<file path="src/rtl/radio_spi_master.sv">
module radio_spi_master #(
  parameter int CLK_DIV = 4,
  parameter int CNT_W   = 8
) (
  input  logic             clk,
  input  logic             rst_n,
  input  logic             cmd_valid,
  output logic             cmd_ready,
  input  logic [2:0]       cmd_op,
  input  logic [5:0]       cmd_addr,
  input  logic [CNT_W-1:0] cmd_count,
  input  logic             tx_valid,
  output logic             tx_ready,
  input  logic [7:0]       tx_data,
  output logic             rx_valid,
  output logic [7:0]       rx_data,
  output logic             busy,
  output logic             spi_cs_n,
  output logic             spi_sck,
  output logic             spi_mosi,
  input  logic             spi_miso
);
  localparam int DIV_W = (CLK_DIV > 1) ? $clog2(CLK_DIV) : 1;
  localparam logic [DIV_W-1:0] DIV_LAST = DIV_W'(CLK_DIV - 1);

  typedef enum logic [2:0] {S_IDLE, S_WAIT, S_SHIFT, S_FETCH, S_END, S_HOLD} state_t;
  state_t state;

  logic [DIV_W-1:0] div;
  logic [7:0]       sh, rx;
  logic [2:0]       bitn;
  logic [CNT_W-1:0] left;
  logic             rd_q, hdr_phase, sck_q, cs_q;

  logic             op_rd, op_burst, op_strobe;
  logic [7:0]       hdr;
  logic [CNT_W-1:0] nbytes, remain;
  logic             div_end;

  assign op_strobe = cmd_op >= 3'd5;
  assign op_rd     = (cmd_op == 3'd2) || (cmd_op == 3'd3) || (cmd_op == 3'd4);
  assign op_burst  = (cmd_op == 3'd1) || (cmd_op == 3'd3) || (cmd_op == 3'd4);
  assign hdr       = {op_rd, op_burst, cmd_addr};
  assign nbytes    = op_strobe ? '0 :
                     ((cmd_op == 3'd1) || (cmd_op == 3'd3)) ? cmd_count : CNT_W'(1);
  assign remain    = hdr_phase ? left : left - CNT_W'(1);
  assign div_end   = div == DIV_LAST;

  assign cmd_ready = state == S_IDLE;
  assign tx_ready  = state == S_FETCH;
  assign busy      = (state != S_IDLE) && (state != S_HOLD);
  assign spi_cs_n  = cs_q;
  assign spi_sck   = sck_q;
  assign spi_mosi  = sh[7];

  always_ff @(posedge clk or negedge rst_n) begin
    if (!rst_n) begin
      state     <= S_IDLE;
      div       <= '0;
      sh        <= '0;
      rx        <= '0;
      bitn      <= '0;
      left      <= '0;
      rd_q      <= 1'b0;
      hdr_phase <= 1'b0;
      sck_q     <= 1'b0;
      cs_q      <= 1'b1;
      rx_valid  <= 1'b0;
      rx_data   <= '0;
    end else begin
      rx_valid <= 1'b0;
      case (state)
        S_IDLE: if (cmd_valid) begin
          cs_q  <= 1'b0;
          sh    <= hdr;
          rd_q  <= op_rd;
          left  <= nbytes;
          state <= S_WAIT;
        end
        S_WAIT: if (!spi_miso) begin
          div       <= '0;
          bitn      <= '0;
          hdr_phase <= 1'b1;
          state     <= S_SHIFT;
        end
        S_SHIFT: begin
          if (!div_end) begin
            div <= div + 1'b1;
          end else begin
            div <= '0;
            if (!sck_q) begin
              sck_q <= 1'b1;
            end else begin
              sck_q <= 1'b0;
              sh    <= {sh[6:0], 1'b0};
              rx    <= {rx[6:0], spi_miso};
              bitn  <= bitn + 1'b1;
              if (bitn == 3'd7) begin
                if (!hdr_phase && rd_q) begin
                  rx_valid <= 1'b1;
                  rx_data  <= {rx[6:0], spi_miso};
                end
                hdr_phase <= 1'b0;
                left      <= remain;
                if (remain == '0) state <= S_END;
                else if (!rd_q)   state <= S_FETCH;
              end
            end
          end
        end
        S_FETCH: if (tx_valid) begin
          sh    <= tx_data;
          div   <= '0;
          state <= S_SHIFT;
        end
        S_END: begin
          div <= div_end ? '0 : div + 1'b1;
          if (div_end) begin
            cs_q  <= 1'b1;
            state <= S_HOLD;
          end
        end
        S_HOLD: begin
          div <= div_end ? '0 : div + 1'b1;
          if (div_end) state <= S_IDLE;
        end
        default: state <= S_IDLE;
      endcase
    end
  end


  cs_sck_chk: assert property (@(posedge clk) disable iff (!rst_n)
    spi_cs_n |-> !spi_sck);


  mosi_hold_chk: assert property (@(posedge clk) disable iff (!rst_n)
    (spi_sck && $past(spi_sck)) |-> $stable(spi_mosi));


  ready_gate_chk: assert property (@(posedge clk) disable iff (!rst_n)
    (state == S_WAIT) |=> !$rose(spi_sck));


  busy_cs_chk: assert property (@(posedge clk) disable iff (!rst_n)
    !spi_cs_n |-> (busy && !cmd_ready));


  cs_gap_chk: assert property (@(posedge clk) disable iff (!rst_n)
    $rose(spi_cs_n) |-> !cmd_ready);


  rx_pulse_chk: assert property (@(posedge clk) disable iff (!rst_n)
    rx_valid |=> !rx_valid);

endmodule

</file>
<file path="config.mk">
export PLATFORM = sky130hd
export DESIGN_NAME = radio_spi_master
export DESIGN_NICKNAME = d
export VERILOG_FILES = /design/src/rtl/radio_spi_master.sv
export SDC_FILE = /design/constraint.sdc
export NUM_CORES = 1
export LEC_CHECK = 0
export BUFFER_PORTS_ARGS = -buffer_cell sky130_fd_sc_hd__buf_4
export CELL_PAD_IN_SITES_DETAIL_PLACEMENT = 1
export CELL_PAD_IN_SITES_GLOBAL_PLACEMENT = 1
export CORE_MARGIN = 2
export CORE_UTILIZATION = 30
export DETAILED_ROUTE_END_ITERATION = 16
export PLACE_DENSITY_LB_ADDON = 0.1
export SYNTH_ARGS = -nofsm -noshare
export SYNTH_HDL_FRONTEND = slang
export SYNTH_SLANG_ARGS = --single-unit
</file>
<file path="constraint.sdc">
create_clock -name clk -period 2 [get_ports clk]
set_clock_uncertainty 0.1 [all_clocks]
set_input_delay 0.3 -clock clk [delete_from_list [all_inputs] [get_ports clk]]
set_output_delay 0.3 -clock clk [all_outputs]
set_load 0.02 [all_outputs]
</file>
==> results_dict.tcl <==
set metrics [dict create \
    yosys.area_share.simple 0.1704 \
    diodes 0 \
    insertion_delay_ps 300 \
    syn-cell-area_mm2 0.002431 \
    via_per_inst 5.056 \
    synthFlopType "dfrtp_1" \
    r2r_cells 5 \
    irDropWorstVdd_mv 0.4557 \
    max_stage_delay_ps 450 \
    final_cell_mix "68 x buf_4, 41 x dfrtp_1, 20 x nor2_1, 19 x mux2_2, 18 x a21oi_1" \
    grt_use_total 0.1508 \
    io_buffer_count 44 \
    fmax_mhz 529.5 \
    vias 2088 \
    slowest_stage "dfrtp_1" \
    placed_cells 402 \
    antenna_left 0 \
    drtPass1Iterations 4 \
    path_class "reg2reg" \
    core_area_mm2 0.007807 \
    min_from "cmd_valid" \
    relSlewSlack 0.6022 \
    arrival_ps 1990 \
    cp.required_ps 2100 \
    die_y_um 94.02 \
    critPathMaxFanout 12 \
    cpMostUsedCell "buf_4" \
    htree_num_levels 2 \
    yosysWarnings 0 \
    fin_crit_sh 0.9443 \
    yosysUniqueCellTypes 47 \
    drive_gt1_frac 0.3633 \
    grt_pass1_vias 2123 \
    hold_viol_final 0 \
    area_delta_synth_final_pct 30.83 \
    synth_compound_area_frac 0.1755 \
    syn_inst 246 \
    gp_congestion 0.7845 \
    synth_mux_area_frac 0.1374 \
    finalSetupViolCount 0 \
    fp.dieW_um 94.02 \
    synth_top_family_by_area "compound AO/OA/AOI/OAI gates" \
    avgSynthCellArea_um2 9.882 \
    maxSlewViolCount 0 \
    wirelength_um 6156 \
    grt_max_degree 45 \
    grt_pass1_wl_um 10530 \
    worst_pin_slew_ps 596.7 \
    pin_count 45 \
    fin_nets 344 \
    path_clk_slew_ps 90 \
    synth-xor-area-share 0.003603 \
    startpoint "state[1]" \
    power_density_mw_per_mm2 1331 \
    hold_depth 2 \
    clock-sinks 44 \
    dieArea_mm2 0.008840 \
    rows 32 \
    rsz0062_at_grt "false" \
    utilization 0.4074 \
    yosys.area_share.adder 0.02059 \
    antenna_found_initial 0 \
    n_fill_cell 915 \
    gr-total-overflow 0 \
    leakagePower_uw 0.001465 \
    stdcell_count 413 \
    cts_tree "done" \
    wl_per_cell_um 14.91 \
    min-delay-path-class "in2reg" \
    drc_errors 0 \
    layout_commonest_cell "buf_4" \
    synth_enable_flop_cells 0 \
    initial_utilization 0.3114 \
    cts_buffers 5 \
    crit_path_start_kind "register" \
    yosysSeqAreaShare 0.4534 \
    rr_startpoint "state[1]" \
    end_kind "register" \
    synth_seq_cells 44 \
    async_flop_share 1.000 \
    status "finished clean" \
    finalCriticalPeriod_ps 1889 \
    dr.first_iter.drc_count 34 \
    syn_nets 280 \
    clockBufferDepth 2 \
    dp_hpwl_um 4470 \
    crit_chain "or3b_1 -> buf_4 -> nor2_2 -> buf_4 -> mux2_2" \
    maxCapViolCount 0 \
    cts_root_buf "clkbuf_8" \
]
==> worst max-delay path: cells and delay by family, from the launching register on <==
| kind | cells | cell delay (ps) |
|---|---|---|
| buffers and inverters | 2 | 370 |
| flip-flops | 1 | 450 |
| multiplexers | 1 | 330 |
| AND/OR/NAND/NOR | 2 | 540 |
==> synthesized netlist by cell type (all sizes together), types with 5 or more instances <==
library cell	number	area [um2]
mux2	19	214.0
a21o	5	37.54
a31oi	6	37.54
dfrtp	43	1076
mux2i	12	120.1
a21oi	19	98.85
inv	12	45.04
nand2b	6	37.54
nor2	22	85.09
nor3	8	40.04
o21ai	14	70.07
clkbuf	10	37.54
nand2	11	41.29
==> timing repair <==
action | in CTS | in global routing
gates cloned | 0 | 0
resized for setup | 2 | 5
endpoints found under the setup margin | 2 | 22
pin swaps | 0 | 1
endpoints found under the hold margin | 43 | 0
hold buffers | 1 | 0
setup buffers | 0 | 2
==> metrics by stage <==
stage | hold slack, ps | setup TNS, ps | area [um2] | setup slack [ps] | total power [uW]
after floorplan | -95.59 | 0 | 2431 | 8.741 | 2730
after global placement | 248.1 | 0 | 3024 | 68.87 | 3492
after detailed placement | 251.5 | -7.616 | 3024 | -7.616 | 3513
after CTS | 109.4 | 0 | 3156 | 10.14 | 4271
after global routing | 104.7 | 0 | 3181 | 2.111 | 4603
final | 118.1 | 0 | 3181 | 111.3 | 4235
==> logic make-up after synthesis <==
family,after synthesis
fa+ha+maj,4
flops,44
buf+inv,25
compound gates,67
simple gates,74
mux,31
xor+xnor,1
==> registers in the layout (all words and copies together), names as in the netlist <==
| signal | flops |
|---|---|
| bitn | 3 |
| rd_q | 1 |
| rx_data | 8 |
| rx | 7 |
| spi_sck | 1 |
| rx_valid | 1 |
| div | 2 |
| left | 8 |
| state | 3 |
| hdr_phase | 1 |
| sh | 8 |
| spi_cs_n | 1 |
==> layer usage <==
layer,global-route usage,share of wire,vias up
met5,0,0,-
met4,0.04348,0.0084,0
met3,0.02648,0.038,6
met2,0.2476,0.48,34
met1,0.2036,0.47,1030
li1,-,-,1018
==> cell type report <==
cell class              instances  area (um2)  share of cell area
inverters                      12       45.04             0.01416
repair buffers                 70       540.5              0.1699
multi-input cells             177        1247              0.3922
well taps                     102       127.6             0.04013
flip-flops and latches         44        1105              0.3474
clock inverters                 3       46.29             0.01456
clock buffers                   5       68.82             0.02164
==> report_power, final <==
part           leakage, uW  internal [uW]  switching (uW)
Combinational     0.000849           1030            1090
Clock            0.0000548            377             346
Sequential        0.000561           1180             216
Total              0.00146           2580            1650
==> final timing paths <==
kind,slack [ps],endpoint
min in group asynchronous,420,left[6]
max in group asynchronous,950,sh[7]
worst max register to register,110,rx[5]
worst min register to register,390,div[0]
worst min-delay path,120,rd_q
worst max-delay path,110,rx[5]
(Power assumes the default switching activity.)
